**src/rtl/mesi_pkg.sv**
```systemverilog
package mesi_pkg;

  typedef enum logic [1:0] {
    ST_I = 2'b00,
    ST_S = 2'b01,
    ST_E = 2'b10,
    ST_M = 2'b11
  } line_st_t;

  typedef enum logic [1:0] {
    LOC_RD    = 2'd0,
    LOC_WR    = 2'd1,
    LOC_EVICT = 2'd2,
    LOC_NOP   = 2'd3
  } loc_op_t;

  typedef enum logic [1:0] {
    SNP_RD  = 2'd0,
    SNP_WR  = 2'd1,
    SNP_UPG = 2'd2,
    SNP_NOP = 2'd3
  } snp_op_t;

  // actions raised by the local-side transition
  typedef struct packed {
    logic bus_rd;
    logic bus_wr;
    logic bus_upg;
    logic wb;
  } loc_act_t;

  // actions raised by the snoop-side transition
  typedef struct packed {
    logic resp_sh;
    logic resp_dirty;
    logic wb;
    logic err;
  } snp_act_t;

endpackage

```
**src/rtl/mesi_snoop_fsm.sv**
```systemverilog
module mesi_snoop_fsm
  import mesi_pkg::*;
(
  input  logic     valid,
  input  snp_op_t  op,
  input  line_st_t cur,
  output line_st_t nxt,
  output snp_act_t act
);

  always_comb begin
    nxt = cur;
    act = '0;
    if (valid) begin
      case (cur)
        ST_S: begin
          case (op)
            SNP_RD:  act.resp_sh = 1'b1;
            SNP_WR:  nxt = ST_I;
            SNP_UPG: nxt = ST_I;
            default: nxt = cur;
          endcase
        end
        ST_E: begin
          case (op)
            SNP_RD: begin
              act.resp_sh = 1'b1;
              nxt = ST_S;
            end
            SNP_WR:  nxt = ST_I;
            SNP_UPG: act.err = 1'b1;
            default: nxt = cur;
          endcase
        end
        ST_M: begin
          case (op)
            SNP_RD: begin
              act.resp_dirty = 1'b1;
              act.wb = 1'b1;
              nxt = ST_S;
            end
            SNP_WR: begin
              act.resp_dirty = 1'b1;
              act.wb = 1'b1;
              nxt = ST_I;
            end
            SNP_UPG: act.err = 1'b1;
            default: nxt = cur;
          endcase
        end
        default: nxt = cur;
      endcase
    end
  end

endmodule

```
**src/rtl/mesi_local_fsm.sv**
```systemverilog
module mesi_local_fsm
  import mesi_pkg::*;
(
  input  logic     valid,
  input  loc_op_t  op,
  input  line_st_t cur,
  input  logic     shared_in,
  output line_st_t nxt,
  output loc_act_t act
);

  always_comb begin
    nxt = cur;
    act = '0;
    if (valid) begin
      case (cur)
        ST_I: begin
          case (op)
            LOC_RD: begin
              act.bus_rd = 1'b1;
              nxt = shared_in ? ST_S : ST_E;
            end
            LOC_WR: begin
              act.bus_wr = 1'b1;
              nxt = ST_M;
            end
            default: nxt = cur;
          endcase
        end
        ST_S: begin
          case (op)
            LOC_WR: begin
              act.bus_upg = 1'b1;
              nxt = ST_M;
            end
            LOC_EVICT: nxt = ST_I;
            default:   nxt = cur;
          endcase
        end
        ST_E: begin
          case (op)
            LOC_WR:    nxt = ST_M;
            LOC_EVICT: nxt = ST_I;
            default:   nxt = cur;
          endcase
        end
        default: begin
          if (op == LOC_EVICT) begin
            act.wb = 1'b1;
            nxt = ST_I;
          end
        end
      endcase
    end
  end

endmodule

```
**src/rtl/mesi_state_array.sv**
```systemverilog
module mesi_state_array
  import mesi_pkg::*;
#(
  parameter int NUM_LINES = 8,
  localparam int IDX_W = (NUM_LINES > 1) ? $clog2(NUM_LINES) : 1
)(
  input  logic             clk,
  input  logic             rst_n,
  input  logic [IDX_W-1:0] rd_snp_idx,
  output line_st_t         rd_snp_st,
  input  logic [IDX_W-1:0] rd_loc_idx,
  output line_st_t         rd_loc_st,
  input  logic [IDX_W-1:0] rd_look_idx,
  output line_st_t         rd_look_st,
  // write port A has priority over port B on the same line
  input  logic             wa_en,
  input  logic [IDX_W-1:0] wa_idx,
  input  line_st_t         wa_st,
  input  logic             wb_en,
  input  logic [IDX_W-1:0] wb_idx,
  input  line_st_t         wb_st
);

  localparam int SLOTS = 1 << IDX_W;

  line_st_t st_q [SLOTS];

  for (genvar g = 0; g < SLOTS; g++) begin : g_line
    if (g < NUM_LINES) begin : g_live
      always_ff @(posedge clk or negedge rst_n) begin
        if (!rst_n)
          st_q[g] <= ST_I;
        else if (wa_en && (wa_idx == IDX_W'(g)))
          st_q[g] <= wa_st;
        else if (wb_en && (wb_idx == IDX_W'(g)))
          st_q[g] <= wb_st;
      end
    end else begin : g_pad
      assign st_q[g] = ST_I;
    end
  end

  assign rd_snp_st  = st_q[rd_snp_idx];
  assign rd_loc_st  = st_q[rd_loc_idx];
  assign rd_look_st = st_q[rd_look_idx];

endmodule

```
**src/rtl/mesi_line_ctrl.sv**
```systemverilog
module mesi_line_ctrl
  import mesi_pkg::*;
#(
  parameter int NUM_LINES = 8,
  localparam int IDX_W = (NUM_LINES > 1) ? $clog2(NUM_LINES) : 1
)(
  input  logic             clk,
  input  logic             rst_n,
  input  logic             loc_valid,
  input  logic [1:0]       loc_op,
  input  logic [IDX_W-1:0] loc_idx,
  input  logic             fill_shared,
  input  logic             snp_valid,
  input  logic [1:0]       snp_op,
  input  logic [IDX_W-1:0] snp_idx,
  input  logic [IDX_W-1:0] look_idx,
  output logic [1:0]       look_state,
  output logic             bus_rd,
  output logic             bus_wr,
  output logic             bus_upg,
  output logic             snp_resp_shared,
  output logic             snp_resp_dirty,
  output logic             snp_wb,
  output logic             loc_wb,
  output logic             proto_err
);

  line_st_t snp_cur, snp_nxt;
  line_st_t loc_stored, loc_cur, loc_nxt;
  line_st_t look_st;
  snp_act_t snp_act;
  loc_act_t loc_act;
  logic     same_line;

  mesi_state_array #(.NUM_LINES(NUM_LINES)) u_arr (
    .clk         (clk),
    .rst_n       (rst_n),
    .rd_snp_idx  (snp_idx),
    .rd_snp_st   (snp_cur),
    .rd_loc_idx  (loc_idx),
    .rd_loc_st   (loc_stored),
    .rd_look_idx (look_idx),
    .rd_look_st  (look_st),
    .wa_en       (loc_valid),
    .wa_idx      (loc_idx),
    .wa_st       (loc_nxt),
    .wb_en       (snp_valid),
    .wb_idx      (snp_idx),
    .wb_st       (snp_nxt)
  );

  mesi_snoop_fsm u_snp (
    .valid (snp_valid),
    .op    (snp_op_t'(snp_op)),
    .cur   (snp_cur),
    .nxt   (snp_nxt),
    .act   (snp_act)
  );

  // snoop is ordered ahead of the local event on a shared line
  assign same_line = snp_valid && (snp_idx == loc_idx);
  assign loc_cur   = same_line ? snp_nxt : loc_stored;

  mesi_local_fsm u_loc (
    .valid     (loc_valid),
    .op        (loc_op_t'(loc_op)),
    .cur       (loc_cur),
    .shared_in (fill_shared),
    .nxt       (loc_nxt),
    .act       (loc_act)
  );

  assign look_state      = look_st;
  assign bus_rd          = loc_act.bus_rd;
  assign bus_wr          = loc_act.bus_wr;
  assign bus_upg         = loc_act.bus_upg;
  assign loc_wb          = loc_act.wb;
  assign snp_resp_shared = snp_act.resp_sh;
  assign snp_resp_dirty  = snp_act.resp_dirty;
  assign snp_wb          = snp_act.wb;
  assign proto_err       = snp_act.err;

endmodule

```
**config.mk**
```make
export PLATFORM = sky130hd
export DESIGN_NAME = mesi_line_ctrl
export DESIGN_NICKNAME = d
export VERILOG_FILES = /design/src/rtl/mesi_pkg.sv /design/src/rtl/mesi_snoop_fsm.sv /design/src/rtl/mesi_local_fsm.sv /design/src/rtl/mesi_state_array.sv /design/src/rtl/mesi_line_ctrl.sv
export SDC_FILE = /design/constraint.sdc
export NUM_CORES = 1
export LEC_CHECK = 0
export BUFFER_PORTS_ARGS = -buffer_cell sky130_fd_sc_hd__buf_2
export CAP_MARGIN = 20
export CORE_MARGIN = 3
export CORE_UTILIZATION = 30
export CTS_CLUSTER_SIZE = 8
export DETAILED_ROUTE_END_ITERATION = 8
export SLEW_MARGIN = 20
export SYNTH_ARGS = -nofsm -noshare
export SYNTH_HDL_FRONTEND = slang
export SYNTH_SLANG_ARGS = --single-unit
```
**constraint.sdc**
```tcl
create_clock -name clk -period 10.9 [get_ports clk]
set_input_delay 0.545 -clock clk [delete_from_list [all_inputs] [get_ports clk]]
set_output_delay 0.545 -clock clk [all_outputs]
set_load 0.01 [all_outputs]
```
# Yosys cells after proc, flatten, opt, wreduce, memory -nomap -nowiden
# Cells that the tools add are included.
[op_classes] order_cmp=3 eq_ne=24 muxes=50 n_bitwise=3 n_reduce_logical=36
[op_table] cell="2-bit two-way mux" n=31
[op_table] cell="3-bit == test (second input constant)" n=8
[op_table] cell="2-bit one-hot mux with 2 select lines" n=5
[op_table] cell="2-bit binary-select mux with 3-bit select" n=3
[op_table] cell="1-bit logical AND" n=17
[op_table] cell="2-bit nonzero test" n=8
[op_table] cell="3-bit by 2-bit == test with 1-bit output (second input constant)" n=4
[op_table] cell="4-bit greater-or-equal comparator (second input constant)" n=3
[op_table] cell="3-bit inverter with 4-bit output" n=3
[op_table] cell="2-bit == test (second input constant)" n=5
[op_table] cell="2-bit OR reduction" n=5
[op_table] cell="1-bit two-way mux" n=9
[op_table] cell="2-bit by 1-bit == test with 1-bit output (second input constant)" n=4
[op_table] cell="4-bit two-way mux" n=2
[op_table] cell="3-bit by 1-bit == test with 1-bit output (second input constant)" n=2
[op_table] cell="2-bit logical NOT" n=3
[op_table] cell="3-bit logical NOT" n=2
[op_table] cell="3-bit == test" n=1
[op_table] cell="3-bit OR reduction" n=1
[word_totals] regBits=16 in_bits=18 output_inout_bits=10 wordCells=124

# Logic depth before layout (Yosys ltp)
[depth] ltp_word=14 mapped_depth=18 depth_no_buf=15

# Cells and area by module
# A second synthesis with hierarchy kept.
[hier_totals] cells_unflattened=159 hier_area_um2=1727.9
[modules_own_cells] module="mesi_state_array" instances=1 cells_per_inst=102 area_per_inst_um2=1263.7 seq_area_each_um2=400.4
[modules_own_cells] module="mesi_local_fsm" instances=1 cells_per_inst=28 area_per_inst_um2=221.5 seq_area_each_um2=0.0
[modules_own_cells] module="mesi_snoop_fsm" instances=1 cells_per_inst=23 area_per_inst_um2=187.7 seq_area_each_um2=0.0
[modules_own_cells] module="mesi_line_ctrl" instances=1 cells_per_inst=6 area_per_inst_um2=55.1 seq_area_each_um2=0.0

# Worst setup path after synthesis
# No wires, ideal clock.
[synth_timing] path_type="in2reg" startpoint="in snp_idx[1]" endpoint="reg u_arr.st_q[10] (netlist name)" setup_time_ps=137 arrival_ps=3672 t_required_ps=10763 slack_ps=7091 path_stages=18 cell_sequence="buf_6 > buf_6 > mux2_1 > o32ai_1 > or3_1 > inv_1 > ha_1 > or2_2 > a211o_1 > and4_1 > buf_6 > nand2_1 > o21ai_0 > ha_1 > o21ai_0 > o221ai_1 > o2bb2ai_2 > mux2i_1"
[synth_via] elab_chain_len=14 elab_cells_between_ends=29 classes_between="eq/ne: 7; mux: 15; bitwise: 1; reduce/logical: 6"
[synth_rtl] element="start, declared" line="mesi_line_ctrl.sv:15" source="input logic [IDX_W-1:0] snp_idx,"
[synth_rtl] element="3-bit inverter with 4-bit output (implied by the code)" line="mesi_state_array.sv:43" source="assign rd_snp_st = st_q[rd_snp_idx];"
[synth_rtl] element="2-bit binary-select mux with 3-bit select" line="mesi_state_array.sv:43"
[synth_rtl] element="2-bit two-way mux (implied by the code) (2 in a row)" line="mesi_state_array.sv:43"
[synth_rtl] element="2-bit == test" line="mesi_snoop_fsm.sv:15" source="case (cur)"
[synth_rtl] element="2-bit OR reduction (no line)"
[synth_rtl] element="2-bit one-hot mux with 2 select lines" line="mesi_snoop_fsm.sv:15"
[synth_rtl] element="2-bit two-way mux" line="mesi_snoop_fsm.sv:14" source="if (valid) begin"
[synth_rtl] element="2-bit two-way mux" line="mesi_line_ctrl.sv:62" source="assign loc_cur = same_line ? snp_nxt : loc_stored;"
[synth_rtl] element="2-bit by 1-bit == test with 1-bit output / 2-bit == test (equally long branches)" line="mesi_local_fsm.sv:16" source="case (cur)"
[synth_rtl] element="2-bit OR reduction (no line)"
[synth_rtl] element="2-bit one-hot mux with 2 select lines" line="mesi_local_fsm.sv:16"
[synth_rtl] element="2-bit two-way mux" line="mesi_local_fsm.sv:15" source="if (valid) begin"
[synth_rtl] element="2-bit two-way mux" line="mesi_state_array.sv:33" source="else if (wa_en && (wa_idx == IDX_W'(g)))"
[synth_rtl] element="end signal, assigned by index" line="mesi_state_array.sv:34" source="st_q[g] <= wa_st;"
[synth_rtl] element="end signal, assigned by index" line="mesi_state_array.sv:36" source="st_q[g] <= wb_st;"
[synth_rtl] element="end, declared" line="mesi_state_array.sv:26" source="line_st_t st_q [SLOTS];"
# Parallel ways exist; a longest one is shown, timed or not. The select of a mux whose other input is x is not followed.
# A chain may end at the register's enable or synchronous reset.

# Worst setup path after layout
[layout_timing] startpoint="in snp_idx[0]" endpoint="out loc_wb"
[layout_via] elab_chain_len=13 elab_cells_between_ends=21 classes_between="eq/ne: 6; mux: 10; bitwise: 1; reduce/logical: 4"
[layout_rtl] element="3-bit inverter with 4-bit output (implied by the code)" line="mesi_state_array.sv:43"
[layout_rtl] element="2-bit binary-select mux with 3-bit select" line="mesi_state_array.sv:43"
[layout_rtl] element="2-bit two-way mux (implied by the code) (2 in a row)" line="mesi_state_array.sv:43"
[layout_rtl] element="2-bit == test" line="mesi_snoop_fsm.sv:15"
[layout_rtl] element="2-bit OR reduction (no line)"
[layout_rtl] element="2-bit one-hot mux with 2 select lines" line="mesi_snoop_fsm.sv:15"
[layout_rtl] element="2-bit two-way mux" line="mesi_snoop_fsm.sv:14"
[layout_rtl] element="2-bit two-way mux (*)" line="mesi_line_ctrl.sv:62"
[layout_rtl] element="2-bit by 1-bit == test with 1-bit output (tied with other cells)" line="mesi_local_fsm.sv:16"
[layout_rtl] element="3-bit OR reduction (no line) (*)"
[layout_rtl] element="1-bit two-way mux (*)" line="mesi_local_fsm.sv:16"
[layout_rtl] element="4-bit two-way mux (*)" line="mesi_local_fsm.sv:15"
[layout_rtl] element="end, declared" line="mesi_line_ctrl.sv:24" source="output logic loc_wb,"
# Every way passes the cells marked *; elsewhere a longest branch is shown, timed or not. The select of a mux whose other input is x is not followed.

==> key figures <==
Cells and area
  – Fin cells: 290
  – Most frequent cells in the layout: buf_2 (27), nor2_1 (22), a21oi_1 (18)
  – Largest Register: u_arr.st_q
  – Post-route cell area: 0.00201 mm²
  – Antenna diode count: 0
  – Most common cell after layout, fill and taps aside: buf_2
  – Share of layout cells above drive strength 1: 24.8%
  – Largest register FFs: 16
  – Fin util: between 30% and 40%
  – Area delta synth->final: 10.4%
  – Largest registers: u_arr.st_q x16
  – NumNets Final: 249

Clock tree
  – CTS Hold Buffers Added: 0
  – Post-CTS Resized: 0
  – CTS tree: yes
  – Worst skew pair latency: around 0.25 ns
  – Sink Count: 16
  – Clock H-tree levels: 1
  – Root Driver: clkbuf_8
  – Clock Path Buffers: 2
  – Reg clk slew, reported paths: about 0.060 ns
  – Setup bufs post-CTS: 0
  – CTS Buf Count: 3

Logic synthesis
  – Ys async rst share: 100%
  – Synth warn: 0
  – Mapped Area: 0.00182 mm²
  – Syn nets: 227
  – Mapped Avg Cell Area: 9.21 µm²
  – Main area contributors after synthesis: dfrtp_1 (22%), ha_1 (7.5%), mux2_2 (6.8%)
  – Mapped Cells: 198
  – Post-synth EDFFs: 0
  – Top-area cell type share of the netlist area: ~22%
  – Main flop type after synthesis: dfrtp_1
  – Area leader, netlist: dfrtp_1
  – Seq/Total Area, Yosys: a little over a fifth
  – Netlist cell types: 45
  – #FFs+latches synth: 16

STA
  – Final Hold Viols: 0
  – Skew final: 0.00607 ns
  – Max Fclk: 0.233 GHz
  – Fin crit period: approximately 4.3 ns
  – Rel. slew slack: 64.8%
  – Slew Limit Fails: 0
  – Final worst setup slack: 6.61 ns
  – Final period util: 39.4%
  – Final hold slack: 0.212 ns
  – Fin Setup TNS: 0 ns
  – # setup viols final: 0
  – RSZ-0062 raised after global routing: false
  – Worst-Margin Slew: ~0.52 ns

Global routing
  – Initial antenna violation count: 1
  – First-pass GRT wire length: 7900 µm
  – Total GRT Usage: between 10% and 20%
  – Grt ovf: 0
  – Vias in the first global route: 1599
  – Pin count of the biggest net entering global routing: 17

Power
  – Max rail drop VDD: around 0.088 mV
  – LEAKAGE: 0.859 nW
  – Pwr Total: 0.409 mW
  – Power per cell area: just over 200 mW/mm²

Setup path
  – Slowest stage cell, crit path: mux2_2
  – Setup crit start kind: input pin
  – Slowest stage delay, CP: 0.37 ns
  – WP buf/inv: 3
  – CP Capture Type: output port
  – Critical path data required time: 10.36 ns
  – Crit path max-delay family: simple AND/OR/NAND/NOR gates
  – Path type of the worst setup path: input pin to output port
  – Critical Path AT: 3.75 ns
  – Cells along the critical path: buf_2 > mux2_2 > o32ai_1 > or3_1 > inv_1 > ha_1 > or2_2 > a211o_1 > and4_1 > nand2_1 > o21ai_0 > ha_1 > and3_1 > buf_2
  – Worst-path maximum fanout: 14

Worst hold path
  – Tightest Hold Check Type: input pin to async pin

Die
  – Die Y: 84.0 µm
  – Row count: 27
  – Initial Util: 32.1%
  – IO Pins: 28
  – Core area: ~0.0057 mm²
  – Die W: between 80 and 90 µm
  – Die area: 0.00705 mm²

Place
  – Placed standard-cell area: 0.00197 mm²
  – Port Buffer Count: 27
  – Gpl congestion: 0.897
  – Dpl ws: 6.45 ns
  – Placed Cells: 287
  – Post-DP HPWL: 3750 µm

Drt
  – Post-DRT Antenna Nets: 0
  – Vias: 1578
  – DRT iter0 DRCs: 124
  – Routed len/inst: 16.3 µm
  – Final WL: 4710 µm
  – Drc violations: 0
  – Via density: 5.44
  – Pre-antenna DRT Iters: 4

Run
  – Total of max-cap violations: 0

Status
  – Status: finished, final reports clean
## cell usage after synthesis (2+ instances only)
master / number
a211oi_1: 9
a211oi_2: 3
a21o_1: 2
a21oi_1: 18
a31oi_1: 2
and3_1: 3
and4_1: 2
buf_2: 4
buf_6: 4
dfrtp_1: 16
ha_1: 11
inv_1: 9
mux2_2: 11
mux2i_1: 7
mux4_1: 4
mux4_2: 4
nand2_1: 12
nand2b_1: 8
nand3_1: 2
nor2_1: 22
nor2b_1: 8
nor3_1: 7
o21ai_0: 3
o21ai_1: 2
o221ai_1: 2
o32ai_1: 2
xnor2_1: 3
## layout make-up
type	instances	area, µm²
well taps	72	90.1
inverters	9	33.8
multi-input cells	163	1310
flip-flops and latches	16	400
clock buffers	3	41.3
fillers	592	3660
repair buffers	27	135
## where the power goes
group	internal (mW)	total (mW)	switching, mW	leakage (nW)
registers	0.0876	0.123	0.0356	0.187
clock network	0.0245	0.0447	0.0202	0.0216
logic	0.111	0.241	0.130	0.651
total	0.223	0.409	0.186	0.859
## cells by family (layout without fill, tap and decap cells)
logic type | after synthesis | in the layout | share of synthesized area [%]
and+or+nand+nor | 73 | 73 | 20.4
AOI/OAI and AO/OA | 48 | 48 | 19.4
muxes | 28 | 28 | 23.2
buffers and inverters | 19 | 39 | 6.11
DFF | 16 | 16 | 22.0
adders and majority gates | 11 | 11 | 7.55
xor gates and xnor gates | 3 | 3 | 1.44
## metal layers
metal  track usage [%]  wire (µm)  up-vias
li1                  -          -      775
met1              18.1       2100      745
met2              22.5       2210       46
met3              3.65        301       10
met4              4.09         83        2
met5                 0         13        -
## path summary, 6_finish.rpt
kind | from | end | slack, ns | cells after the start
setup / recovery | snp_idx[0] | loc_wb | 6.61 | 14
hold / removal | rst_n | u_arr.st_q[7] | 0.21 | 1
max in group asynchronous | rst_n | u_arr.st_q[12] | 10.41 | 1
min in group clk | u_arr.st_q[7] | u_arr.st_q[7] | 0.63 | 2
hold reg to reg | u_arr.st_q[7] | u_arr.st_q[7] | 0.63 | 2
setup reg to reg | u_arr.st_q[10] | u_arr.st_q[1] | 6.83 | 15
(Power assumes the default switching activity.)
